===== src/rtl/spi_cmd_pkg.sv =====
package spi_cmd_pkg;
    // positions of the serial pins inside the synchronized bus
    localparam int IDX_CS   = 0;
    localparam int IDX_SCLK = 1;
    localparam int IDX_SDI  = 2;
    localparam int NUM_PINS = 3;
    // number of pins that need edge detection (select and clock)
    localparam int NUM_EDGE = 2;
    // idle levels: select high, clock low, data low
    localparam logic [NUM_PINS-1:0] PIN_IDLE = 3'b001;
endpackage


===== src/rtl/spi_cmd_sync.sv =====
module spi_cmd_sync #(
    parameter int                W       = 3,
    parameter int                STAGES  = 2,
    parameter logic [W-1:0]      RST_VAL = '0
) (
    input  logic         clk,
    input  logic         rst_n,
    input  logic [W-1:0] din,
    output logic [W-1:0] dout
);
    logic [STAGES-1:0][W-1:0] pipe_d, pipe_q;

    always_comb begin
        pipe_d[0] = din;
        for (int s = 1; s < STAGES; s++) begin
            pipe_d[s] = pipe_q[s-1];
        end
    end

    always_ff @(posedge clk or negedge rst_n) begin
        if (!rst_n) pipe_q <= {STAGES{RST_VAL}};
        else        pipe_q <= pipe_d;
    end

    assign dout = pipe_q[STAGES-1];
endmodule


===== src/rtl/spi_cmd_edge.sv =====
module spi_cmd_edge #(
    parameter int           W       = 2,
    parameter logic [W-1:0] RST_VAL = '0
) (
    input  logic         clk,
    input  logic         rst_n,
    input  logic [W-1:0] level,
    output logic [W-1:0] rise,
    output logic [W-1:0] fall
);
    logic [W-1:0] prev_d, prev_q;

    always_comb prev_d = level;

    always_ff @(posedge clk or negedge rst_n) begin
        if (!rst_n) prev_q <= RST_VAL;
        else        prev_q <= prev_d;
    end

    for (genvar b = 0; b < W; b++) begin : g_bit
        assign rise[b] = level[b] & ~prev_q[b];
        assign fall[b] = ~level[b] & prev_q[b];
    end
endmodule


===== src/rtl/spi_cmd_shifter.sv =====
module spi_cmd_shifter #(
    parameter int FRAME_W = 16
) (
    input  logic               clk,
    input  logic               rst_n,
    input  logic               cs_active,
    input  logic               cs_start,
    input  logic               sclk_rise,
    input  logic               sclk_fall,
    input  logic               sdi,
    input  logic               load_en,
    input  logic [FRAME_W-1:0] load_word,
    output logic               frame_ok,
    output logic [FRAME_W-1:0] shift_word,
    output logic               sdo_bit
);
    localparam int CNT_W = $clog2(FRAME_W + 2);
    localparam logic [CNT_W-1:0] CNT_FULL = CNT_W'(FRAME_W);
    localparam logic [CNT_W-1:0] CNT_OVER = CNT_W'(FRAME_W + 1);

    typedef struct packed {
        logic [FRAME_W-1:0] sr;
        logic [CNT_W-1:0]   cnt;
        logic               out;
    } shift_t;

    shift_t st_d, st_q;

    always_comb begin
        st_d = st_q;
        if (load_en) begin
            st_d.sr = load_word;
        end
        if (!cs_active) begin
            st_d.out = 1'b1;
        end else if (cs_start) begin
            st_d.cnt = '0;
            st_d.out = load_en ? load_word[FRAME_W-1] : st_q.sr[FRAME_W-1];
        end else begin
            if (sclk_rise) begin
                st_d.sr = {st_q.sr[FRAME_W-2:0], sdi};
                if (st_q.cnt != CNT_OVER) st_d.cnt = st_q.cnt + 1'b1;
            end
            if (sclk_fall) begin
                st_d.out = st_q.sr[FRAME_W-1];
            end
        end
    end

    always_ff @(posedge clk or negedge rst_n) begin
        if (!rst_n) begin
            st_q.sr  <= '0;
            st_q.cnt <= '0;
            st_q.out <= 1'b1;
        end else begin
            st_q <= st_d;
        end
    end

    assign frame_ok   = (st_q.cnt == CNT_FULL);
    assign shift_word = st_q.sr;
    assign sdo_bit    = st_q.out;
endmodule


===== src/rtl/spi_cmd_frame.sv =====
module spi_cmd_frame
    import spi_cmd_pkg::*;
#(
    parameter int FRAME_W     = 16,
    parameter int SYNC_STAGES = 2,
    parameter int OP_W        = 4,
    parameter int RB_OP_A     = 9,
    parameter int RB_OP_B     = 10
) (
    input  logic               clk,
    input  logic               rst_n,
    input  logic               spi_cs_n,
    input  logic               spi_sclk,
    input  logic               spi_sdi,
    input  logic [FRAME_W-1:0] rd_word,
    output logic               sdo_oe,
    output logic               cmd_valid,
    output logic [FRAME_W-1:0] cmd_word
);
    localparam logic [OP_W-1:0] OPC_A = OP_W'(RB_OP_A);
    localparam logic [OP_W-1:0] OPC_B = OP_W'(RB_OP_B);

    typedef struct packed {
        logic [FRAME_W-1:0] word;
        logic               valid;
    } cmd_t;

    logic [NUM_PINS-1:0] pins_raw, pins_s;
    logic [NUM_EDGE-1:0] pin_rise, pin_fall;
    logic                cs_active, cs_start, cs_end;
    logic                frame_ok, sdo_bit, load_en;
    logic [FRAME_W-1:0]  shift_word;
    logic [OP_W-1:0]     opcode;
    cmd_t                cmd_d, cmd_q;

    always_comb begin
        pins_raw           = '0;
        pins_raw[IDX_CS]   = spi_cs_n;
        pins_raw[IDX_SCLK] = spi_sclk;
        pins_raw[IDX_SDI]  = spi_sdi;
    end

    spi_cmd_sync #(
        .W      (NUM_PINS),
        .STAGES (SYNC_STAGES),
        .RST_VAL(PIN_IDLE)
    ) i_sync (
        .clk  (clk),
        .rst_n(rst_n),
        .din  (pins_raw),
        .dout (pins_s)
    );

    spi_cmd_edge #(
        .W      (NUM_EDGE),
        .RST_VAL(PIN_IDLE[NUM_EDGE-1:0])
    ) i_edge (
        .clk  (clk),
        .rst_n(rst_n),
        .level(pins_s[NUM_EDGE-1:0]),
        .rise (pin_rise),
        .fall (pin_fall)
    );

    assign cs_active = ~pins_s[IDX_CS];
    assign cs_start  = pin_fall[IDX_CS];
    assign cs_end    = pin_rise[IDX_CS];

    assign opcode  = cmd_q.word[FRAME_W-1 -: OP_W];
    assign load_en = cmd_q.valid && (opcode == OPC_A || opcode == OPC_B);

    spi_cmd_shifter #(
        .FRAME_W(FRAME_W)
    ) i_shifter (
        .clk       (clk),
        .rst_n     (rst_n),
        .cs_active (cs_active),
        .cs_start  (cs_start),
        .sclk_rise (pin_rise[IDX_SCLK]),
        .sclk_fall (pin_fall[IDX_SCLK]),
        .sdi       (pins_s[IDX_SDI]),
        .load_en   (load_en),
        .load_word (rd_word),
        .frame_ok  (frame_ok),
        .shift_word(shift_word),
        .sdo_bit   (sdo_bit)
    );

    always_comb begin
        cmd_d       = cmd_q;
        cmd_d.valid = 1'b0;
        if (cs_end && frame_ok) begin
            cmd_d.valid = 1'b1;
            cmd_d.word  = shift_word;
        end
    end

    always_ff @(posedge clk or negedge rst_n) begin
        if (!rst_n) cmd_q <= '0;
        else        cmd_q <= cmd_d;
    end

    assign cmd_valid = cmd_q.valid;
    assign cmd_word  = cmd_q.word;
    assign sdo_oe    = cs_active & ~sdo_bit;
endmodule


===== config.mk =====
export PLATFORM = sky130hd
export DESIGN_NAME = spi_cmd_frame
export DESIGN_NICKNAME = d
export VERILOG_FILES = /design/src/rtl/spi_cmd_pkg.sv /design/src/rtl/spi_cmd_sync.sv /design/src/rtl/spi_cmd_edge.sv /design/src/rtl/spi_cmd_shifter.sv /design/src/rtl/spi_cmd_frame.sv
export SDC_FILE = /design/constraint.sdc
export NUM_CORES = 1
export LEC_CHECK = 0
export BUFFER_PORTS_ARGS = -buffer_cell sky130_fd_sc_hd__buf_2
export CAP_MARGIN = 20
export CORE_MARGIN = 4
export CORE_UTILIZATION = 54
export CTS_CLUSTER_SIZE = 25
export DETAILED_ROUTE_END_ITERATION = 8
export PLACE_DENSITY_LB_ADDON = 0.15
export SLEW_MARGIN = 5
export SYNTH_ARGS = -nofsm -noshare
export SYNTH_HDL_FRONTEND = slang
export SYNTH_SLANG_ARGS = --single-unit

===== constraint.sdc =====
create_clock -name clk -period 2.6 [get_ports clk]
set_clock_uncertainty 0.2 [all_clocks]
set_input_delay 0.13 -clock clk [delete_from_list [all_inputs] [get_ports clk]]
set_output_delay 0.13 -clock clk [all_outputs]
set_load 0.1 [all_outputs]

==> results of run 1 <==
[state kept, by name (all words and copies together) (netlist names)]
register / flops
cmd_word: 16
i_shifter.shift_word: 16
i_shifter.st_q: 5
i_sync.dout: 3
i_sync.pipe_d: 3
i_edge.prev_q: 2
cmd_valid: 1
i_shifter.sdo_bit: 1
[worst register-to-register path: cells and delay by family, from the launching register on]
kind          cells  cell delay (ps)
simple gates      2              400
flops             1              600
buf+inv           1              220
mux               1              320
[metrics by stage]
stage                     std cells   util  worst slack (ps)  power (uW)  instance area, sq um
after floorplan                 155      -               406         946                  2030
after global placement          239  0.616               789         999                  2250
after detailed placement        239  0.616               755        1010                  2250
after CTS                       266  0.691               744        1440                  2530
after global routing            267  0.697               560        1510                  2550
final                           267  0.697               755        1420                  2550
[metal layers]
layer / global-route usage / vias up / part of all wire
met1: 0.245 / 643 / 0.47
met5: 0 / - / 0
met4: 0.0694 / 0 / 0.013
li1: - / 667 / -
met3: 0.0435 / 5 / 0.038
met2: 0.260 / 27 / 0.48
[final timing paths]
path,startpoint,end,slack (ps),cells after the start
max reg2reg,i_sync.dout[0]$_DFF_PN1_,cmd_word[9]$_DFFE_PN0P_,760,4
max in group asynchronous,rst_n,cmd_word[3]$_DFFE_PN0P_,1590,3
min,rst_n,cmd_word[15]$_DFFE_PN0P_,120,2
min reg2reg,i_sync.pipe_d[4]$_DFF_PN0_,i_sync.dout[1]$_DFF_PN0_,160,0
min in group clk,i_sync.pipe_d[4]$_DFF_PN0_,i_sync.dout[1]$_DFF_PN0_,160,0
max,i_sync.dout[0]$_DFF_PN1_,cmd_word[9]$_DFFE_PN0P_,760,4
[layout by cell type (no fill, tap or decap), types with 5 or more instances in the layout]
cell / Yosys / final
dfrtp_1: 43 / 43
clkbuf_8: 0 / 5
o21ai_1: 8 / 8
o21ai_0: 9 / 9
buf_2: 2 / 38
buf_4: 1 / 5
nor2_1: 6 / 6
nand2_1: 19 / 19
mux2i_1: 18 / 18
dlygate4sd3_1: 0 / 20
mux2_4: 9 / 9
mux2_2: 7 / 7
[synthesized netlist by cell type]
cell type,number
inv_1,2
a221oi_2,1
mux2i_1,18
nand2_1,19
nor3b_2,1
o21ai_1,8
and3_1,1
dfrtp_1,43
nor2_1,6
o21ai_0,9
o311ai_0,1
buf_8,1
o31ai_1,2
xor2_1,3
nand3_1,1
dfstp_2,4
nand2b_1,2
and2b_1,2
nand4_1,2
buf_6,1
buf_12,1
mux2_2,7
buf_4,1
mux2_4,9
buf_2,2
ha_1,3
nor3_1,2
xnor2_1,1
nor4b_2,1
clkbuf_2,1
[power groups by stage]
stage	clock network, uW	logic (uW)	registers (uW)
after global placement	0	129	869
after global routing	449	187	871
after CTS	416	160	860
after detailed placement	0	137	875
after floorplan	0	90.2	856
final	403	161	860
[area by class of cell]
type	count	area (sq um)	share of cell area
tap	48	60.1	0.0235
inverter	2	7.51	0.00294
sequential	47	1180	0.463
multi-input combinational	99	778	0.305
timing repair buffer	64	448	0.176
clock buffer	7	76.3	0.0299
[logic make-up after synthesis]
| logic type | after synthesis |
|---|---|
| AND/OR/NAND/NOR | 37 |
| multiplexers | 34 |
| flip-flops | 47 |
| XOR/XNOR | 4 |
| buffers and inverters | 9 |
| adder cells (fa/ha/maj) | 3 |
| AO/OA/AOI/OAI | 21 |
==> results_dict.tcl, run 1 <==
set metrics [dict create \
    hp-class "primary input to async pin" \
    clk_transition_reported_paths_ps 80 \
    period_share 0.710 \
    crit_buf_inv 1 \
    crit_slowest_cell "dfstp_2" \
    dp_hpwl_microns 2570 \
    fillers 275 \
    syn_inst 155 \
    antenna_found_initial 0 \
    wirelength_microns 3710 \
    postCtsSetupRepairBufs 0 \
    crit_family "flip-flops" \
    tightest_slew_ps 487 \
    coreArea_sq_mm 0.00366 \
    synth_nets 179 \
    drv_slew 0 \
    rows 22 \
    yosysTopAreaCell "dfrtp_1" \
    io_pins 39 \
    synth-xor-area-share 0.0173 \
    ant_nets 0 \
    p_per_area_mw_per_mm2 558 \
    maxSlewHeadroom 0.672 \
    cp-start-kind "register" \
    finalHoldViolCount 0 \
    grt_pass1_wl_microns 6730 \
    grt_max_degree 48 \
    timing.setup.tns_ps 0 \
    grt-ovfl-total 0 \
    max_stage_delay_ps 600 \
    fmax_mhz 542 \
    grtUsageTotal 0.174 \
    die_width_microns 69.3 \
    synthAdderAreaFrac 0.0185 \
    clock_power_share 0.283 \
    drt-pass1-iter-count 4 \
    htree_num_levels 2 \
    portBuffers 38 \
    grt_pass1_vias 1414 \
    antenna_cells 0 \
    period_needed_ps 1840 \
    syn-cell-area_sq_mm 0.00203 \
    cts_resized 0 \
    cp.arrival_ps 1820 \
    cts_buffers 5 \
    clk_latency_ps 290 \
    gp_congestion 0.753 \
    postSynthAreaPerCell_sq_um 13.1 \
    yosysWarnings 0 \
    path_max_fanout 9 \
    ir_drop_mv 0.348 \
    synth_top_family_by_area "multiplexers" \
    drv_cap 0 \
    setup_viol 0 \
    dieArea_sq_mm 0.00481 \
    drt-initial-drc-count 54 \
    vias_per_cell 5.03 \
    cts_tree "done" \
    p_int_uw 1070 \
    start_util 0.555 \
    synth_area_leaders "dfrtp_1 53%, mux2i_1 8.9%, mux2_4 6.7%" \
    p_seq_frac 0.604 \
    timing.hold.ws_ps 116 \
    via_count 1342 \
    grt_setup_unrepaired "no" \
    synthSimpleGateAreaFrac 0.0900 \
    nNetsFinal 243 \
    die_h_microns 69.3 \
    drc 0 \
    p_switching_uw 353 \
    avgRoutedWirePerCell_microns 13.9 \
    cellLeakagePower_uw 0.00119 \
    yosysSeqAreaShare 0.582 \
    cts_root_buf "clkbuf_8" \
    synth-compound-area-share 0.0610 \
    criticalPathCategory "register to register" \
    clock_path_buffers 2 \
    cts.sinks 47 \
    yosysUniqueCellTypes 30 \
    yosysTopAreaCellShare 0.530 \
    crit_chain "nor4b_2, and3_1, buf_4, mux2_4" \
    switching_share 0.248 \
    status "completed" \
    cp.required_ps 2580 \
    cts_hold_buf 20 \
    area_growth_pct 25.6 \
    p_comb_frac 0.113 \
    end_kind "register" \
    synthMuxAreaShare 0.194 \
    drive_gt1_frac 0.333 \
    synth.ff_latch_count 47 \
]
Power figures use the tool's default switching activity.
==> run 2, diff against run 1 <==
--- a/config.mk
+++ b/config.mk
@@ -8,7 +8,7 @@
 export BUFFER_PORTS_ARGS = -buffer_cell sky130_fd_sc_hd__buf_2
 export CAP_MARGIN = 20
 export CORE_MARGIN = 4
-export CORE_UTILIZATION = 54
+export CORE_UTILIZATION = 49
 export CTS_CLUSTER_SIZE = 25
 export DETAILED_ROUTE_END_ITERATION = 8
 export PLACE_DENSITY_LB_ADDON = 0.15
==> constraint.sdc (replaced) <==
create_clock -name clk -period 1.5 [get_ports clk]
set_clock_uncertainty 0.2 [all_clocks]
set_input_delay 0.075 -clock clk [delete_from_list [all_inputs] [get_ports clk]]
set_output_delay 0.075 -clock clk [all_outputs]
set_load 0.1 [all_outputs]
==> results_dict.tcl, run 2 (synthesis gave the netlist of run 1 again) <==
set metrics [dict create \
    status "complete, but fails checks" \
    violations "setup timing" \
    drt-pass1-iter-count 4 \
    grtUsageTotal 0.184 \
    ff_latch_area_sq_mm 0.00120 \
    portBuffers 38 \
    cts_root_buf "clkbuf_8" \
    hp-class "primary input to async pin" \
    cts_buffers 5 \
    clk_transition_reported_paths_ps 90 \
    path_max_fanout 5 \
    grt_max_degree 48 \
    grt-ovfl-total 0 \
    die_h_microns 72.4 \
    setup_ws_ps -352 \
    grt_pass1_vias 1523 \
    coreArea_sq_mm 0.00400 \
    cp.required_ps 1480 \
    r2r_end "i_shifter.shift_word[9]$_DFF_PN0_" \
    cts.sinks 47 \
    final_cell_mix "38 x dfrtp_1, 34 x buf_2, 20 x dlygate4sd3_1" \
    clk_latency_ps 300 \
    drt-initial-drc-count 110 \
    rrSetupSlack_ps -350 \
    dp_hpwl_microns 2720 \
    cp.arrival_ps 1830 \
    fin_util 0.777 \
    dp.cells 250 \
    ant_nets 0 \
    dieArea_sq_mm 0.00524 \
    reg2regPathDepth 6 \
    max_stage_delay_ps 500 \
    clock_path_buffers 2 \
    multiInputGateArea_sq_um 933 \
    final_cells 294 \
    ir_drop_mv 0.814 \
    end_kind "register" \
    wirelength_microns 4820 \
    fillers 218 \
    antenna_cells 0 \
    tightest_slew_ps 497 \
    crit_slowest_cell "dfrtp_4" \
    avgRoutedWirePerCell_microns 16.4 \
    setup_viol 37 \
    rows 23 \
    drv_cap 0 \
    drive_gt1_frac 0.484 \
    p_per_area_mw_per_mm2 854 \
    area_growth_pct 53.0 \
    criticalPathCategory "register to register" \
    io_pins 39 \
    finalHoldViolCount 0 \
    crit_start "cmd_word[12]$_DFFE_PN0P_" \
    r2r_start "cmd_word[12]$_DFFE_PN0P_" \
    start_util 0.508 \
    period_share 1.23 \
    htree_num_levels 2 \
    antenna_found_initial 0 \
    crit_end "i_shifter.shift_word[9]$_DFF_PN0_" \
    die_width_microns 72.4 \
    cts_tree "done" \
    nNetsFinal 267 \
    vias_per_cell 5.17 \
    maxSlewHeadroom 0.671 \
    layout_commonest_cell "dfrtp_1" \
    drc 0 \
    via_count 1521 \
    grt_pass1_wl_microns 7450 \
    grt_setup_unrepaired "yes" \
    period_needed_ps 1850 \
    gp_congestion 0.744 \
    cp-start-kind "register" \
    drv_slew 0 \
    cellLeakagePower_uw 0.00140 \
    fmax_mhz 540 \
    crit_chain "xnor2_2, nor3_2, buf_4, buf_16, mux2i_1, o21ai_1" \
]
==> run 2: cell types whose count changed in the layout (fill, tap and decap cells not counted), moves of 5 or more <==
cell / before / now
mux2_2: 7 / 0
buf_6: 0 / 6
o21ai_0: 9 / 0
mux2_4: 9 / 16
o21ai_1: 8 / 17
dfrtp_1: 43 / 38
buf_12: 1 / 8
buf_4: 5 / 16
==> run 2: through the flow <==
step / hold WS [ps] / total power (uW) / setup slack, ps / setup TNS, ps / cell area [sq um]
floorplan: -421 / 1650 / -335 / -8900 / 2090
global placement: -128 / 1770 / -206 / -4780 / 2490
detailed placement: -127 / 1800 / -240 / -6520 / 2490
CTS: 82.3 / 2620 / -242 / -6880 / 2930
global route: 97.4 / 2790 / -401 / -11010 / 3110
finish: 76.3 / 2650 / -352 / -8600 / 3110
==> run 2: what timing repair did <==
item                                   4_1_cts  5_1_grt
setup endpoints to repair                   37       39
hold buffers                                20        0
endpoints found under the hold margin       67        0
buffers inserted                             6        7
pin swaps                                    4       10
gates resized for setup                     22       14
cloned                                       2        3
==> run 2: cell type report <==
cell class / instances / area share
sequential: 47 / 0.385
multi-input combinational: 99 / 0.300
clock inverter: 2 / 0.00443
clock buffer: 6 / 0.0233
timing repair buffer: 88 / 0.264
inverter: 2 / 0.00242
tap: 50 / 0.0201
==> run 2: per-layer routing <==
metal,track usage,share of wire
met1,0.243,0.43
met2,0.298,0.48
met3,0.0554,0.064
met4,0.0492,0.022
met5,0,0
==> run 2: critical path, delay by kind of cell, from the launching register on <==
kind                   cells  cell delay [ps]
AO/OA/AOI/OAI              1              120
XOR/XNOR                   1              150
buffers and inverters      2              320
flip-flops                 1              500
multiplexers               1              250
AND/OR/NAND/NOR            1              200
==> run 2: how the worst min path moves through the flow <==
stage / startpoint / end / slack (ps) / cells after the start
3_5_place_dp: rst_n / i_sync.dout[1]$_DFF_PN0_ / -130 / 2
2_1_floorplan: rst_n / cmd_word[0]$_DFFE_PN0P_ / -420 / 0
5_1_grt: rst_n / i_shifter.shift_word[15]$_DFF_PN0_ / 100 / 3
3_3_place_gp: rst_n / i_edge.prev_q[1]$_DFF_PN0_ / -130 / 2
4_1_cts: rst_n / cmd_word[11]$_DFFE_PN0P_ / 80 / 3
6_report: rst_n / i_shifter.shift_word[15]$_DFF_PN0_ / 80 / 3
==> run 2: where the power goes <==
part / internal, uW / total (uW) / leakage, uW / switching (uW)
registers: 1390 / 1490 / 0.000585 / 106
clock network: 329 / 734 / 0.0000452 / 405
logic: 223 / 426 / 0.000775 / 203
total: 1940 / 2650 / 0.00140 / 713
==> run 3, diff against run 2 <==
==> constraint.sdc (replaced) <==
create_clock -name clk -period 1.5 [get_ports clk]
set_clock_uncertainty 0.2 [all_clocks]
set_input_delay 0 -clock clk [delete_from_list [all_inputs] [get_ports clk]]
set_output_delay 0 -clock clk [all_outputs]
set_load 0.1 [all_outputs]
==> results_dict.tcl, run 3 (synthesis gave the netlist of run 1 again) <==
set metrics [dict create \
    drive_gt1_frac 0.488 \
    grtUsageTotal 0.192 \
    antenna_cells 0 \
    layout_commonest_cell "dfrtp_1" \
    clk_latency_ps 310 \
    grt-ovfl-total 0 \
    final_cell_mix "38 x dfrtp_1, 36 x buf_2, 21 x dlygate4sd3_1" \
    coreArea_sq_mm 0.00400 \
    grt_pass1_wl_microns 7650 \
    nNetsFinal 265 \
    cts_tree "done" \
    cp.required_ps 1490 \
    antenna_found_initial 0 \
    finalHoldViolCount 16 \
    fillers 233 \
    cts.sinks 47 \
    crit_end "cmd_word[2]$_DFFE_PN0P_" \
    period_needed_ps 1810 \
    drc 0 \
    fin_util 0.778 \
    avgRoutedWirePerCell_microns 19.0 \
    dp_hpwl_microns 2720 \
    rows 23 \
    crit_chain "nor4b_4, and3_4, buf_12, mux2_4" \
    crit_start "i_sync.dout[0]$_DFF_PN1_" \
    ant_nets 0 \
    die_h_microns 72.4 \
    final_cell_area_sq_mm 0.00311 \
    max_stage_delay_ps 550 \
    tightest_slew_ps 501 \
    ff_latch_area_sq_mm 0.00120 \
    ir_drop_mv 0.997 \
    crit_slowest_cell "dfstp_2" \
    placed_area_sq_mm 0.00244 \
    period_share 1.21 \
    cp-start-kind "register" \
    die_width_microns 72.4 \
    crit_buf_inv 1 \
    cts_buffers 5 \
    portBuffers 38 \
    grt_max_degree 33 \
    hp-class "primary input to async pin" \
    cp_num_cells 4 \
    area_growth_pct 53.2 \
    drv_cap 0 \
    cp.arrival_ps 1800 \
    grt_setup_unrepaired "yes" \
    timing.hold.ws_ps -47.7 \
    fmax_mhz 553 \
    finalPower_uw 2880 \
    via_count 1552 \
    clk_transition_reported_paths_ps 100 \
    wirelength_microns 5530 \
    setup_viol 40 \
    htree_num_levels 2 \
    status "complete, but fails checks" \
    io_pins 39 \
    end_kind "register" \
    r2r_start "i_sync.dout[0]$_DFF_PN1_" \
    start_util 0.508 \
    grt_pass1_vias 1602 \
    drv_slew 0 \
    drt-pass1-iter-count 4 \
    crit_family "flip-flops" \
    maxSlewHeadroom 0.668 \
    r2r_end "cmd_word[2]$_DFFE_PN0P_" \
    timing.setup.tns_ps -8620 \
    criticalPathCategory "register to register" \
    rrSetupSlack_ps -310 \
    cellLeakagePower_uw 0.00140 \
    drt-initial-drc-count 95 \
    vias_per_cell 5.32 \
    gp_congestion 0.741 \
    cts_root_buf "clkbuf_8" \
    clock_path_buffers 2 \
    violations "hold timing, setup timing" \
    reg2regPathDepth 4 \
    multiInputGateArea_sq_um 928 \
    setup_ws_ps -309 \
    p_per_area_mw_per_mm2 927 \
    path_max_fanout 9 \
    dieArea_sq_mm 0.00524 \
]
-- run 3: repair_timing --
item,CTS,global route
pin swaps,7,6
setup buffers,7,3
hold buffers,20,1
gates resized for setup,29,14
endpoints found under the setup margin,37,41
hold endpoints to repair,63,1
gates cloned,3,4
-- run 3: worst reg2reg max path, delay by kind of cell (launching register included) --
family,cells,cell delay [ps]
buf+inv,1,150
mux,1,300
flops,1,550
simple gates,2,500
-- run 3: layer usage --
| metal | vias up | global-route usage | wire, microns |
|---|---|---|---|
| met2 | 58 | 0.307 | 2820 |
| met5 | - | 0 | 0 |
| li1 | 712 | - | - |
| met1 | 769 | 0.255 | 2290 |
| met3 | 13 | 0.0609 | 309 |
| met4 | 0 | 0.0492 | 115 |
-- run 3: how the worst min path moves through the flow --
stage / endpoint / depth (start not counted)
floorplan: cmd_word[0]$_DFFE_PN0P_ / 0
global placement: cmd_word[15]$_DFFE_PN0P_ / 1
detailed placement: cmd_valid$_DFF_PN0_ / 1
CTS: cmd_word[13]$_DFFE_PN0P_ / 2
global route: cmd_word[10]$_DFFE_PN0P_ / 2
finish: cmd_word[7]$_DFFE_PN0P_ / 2
-- run 3: final cells by class --
| type | instances | share of cell area |
|---|---|---|
| flip-flops and latches | 47 | 0.385 |
| clock buffers | 5 | 0.0221 |
| multi-input cells | 99 | 0.298 |
| clock inverters | 3 | 0.0153 |
| well taps | 50 | 0.0201 |
| repair buffers | 86 | 0.257 |
| inverters | 2 | 0.00241 |
-- run 3: stage by stage --
step                      cells  hold WS [ps]  setup WS, ps
after floorplan             155          -496          -335
after global placement      249          -245          -210
after detailed placement    249          -232          -250
after CTS                   287         -27.2          -238
after global routing        292         -3.79          -385
final                       292         -47.7          -309
-- run 3: where the power goes --
part | switching, uW | internal [uW] | total (uW)
combinational | 205 | 218 | 423
sequential | 110 | 1390 | 1500
clock | 455 | 505 | 961
total | 771 | 2110 | 2880
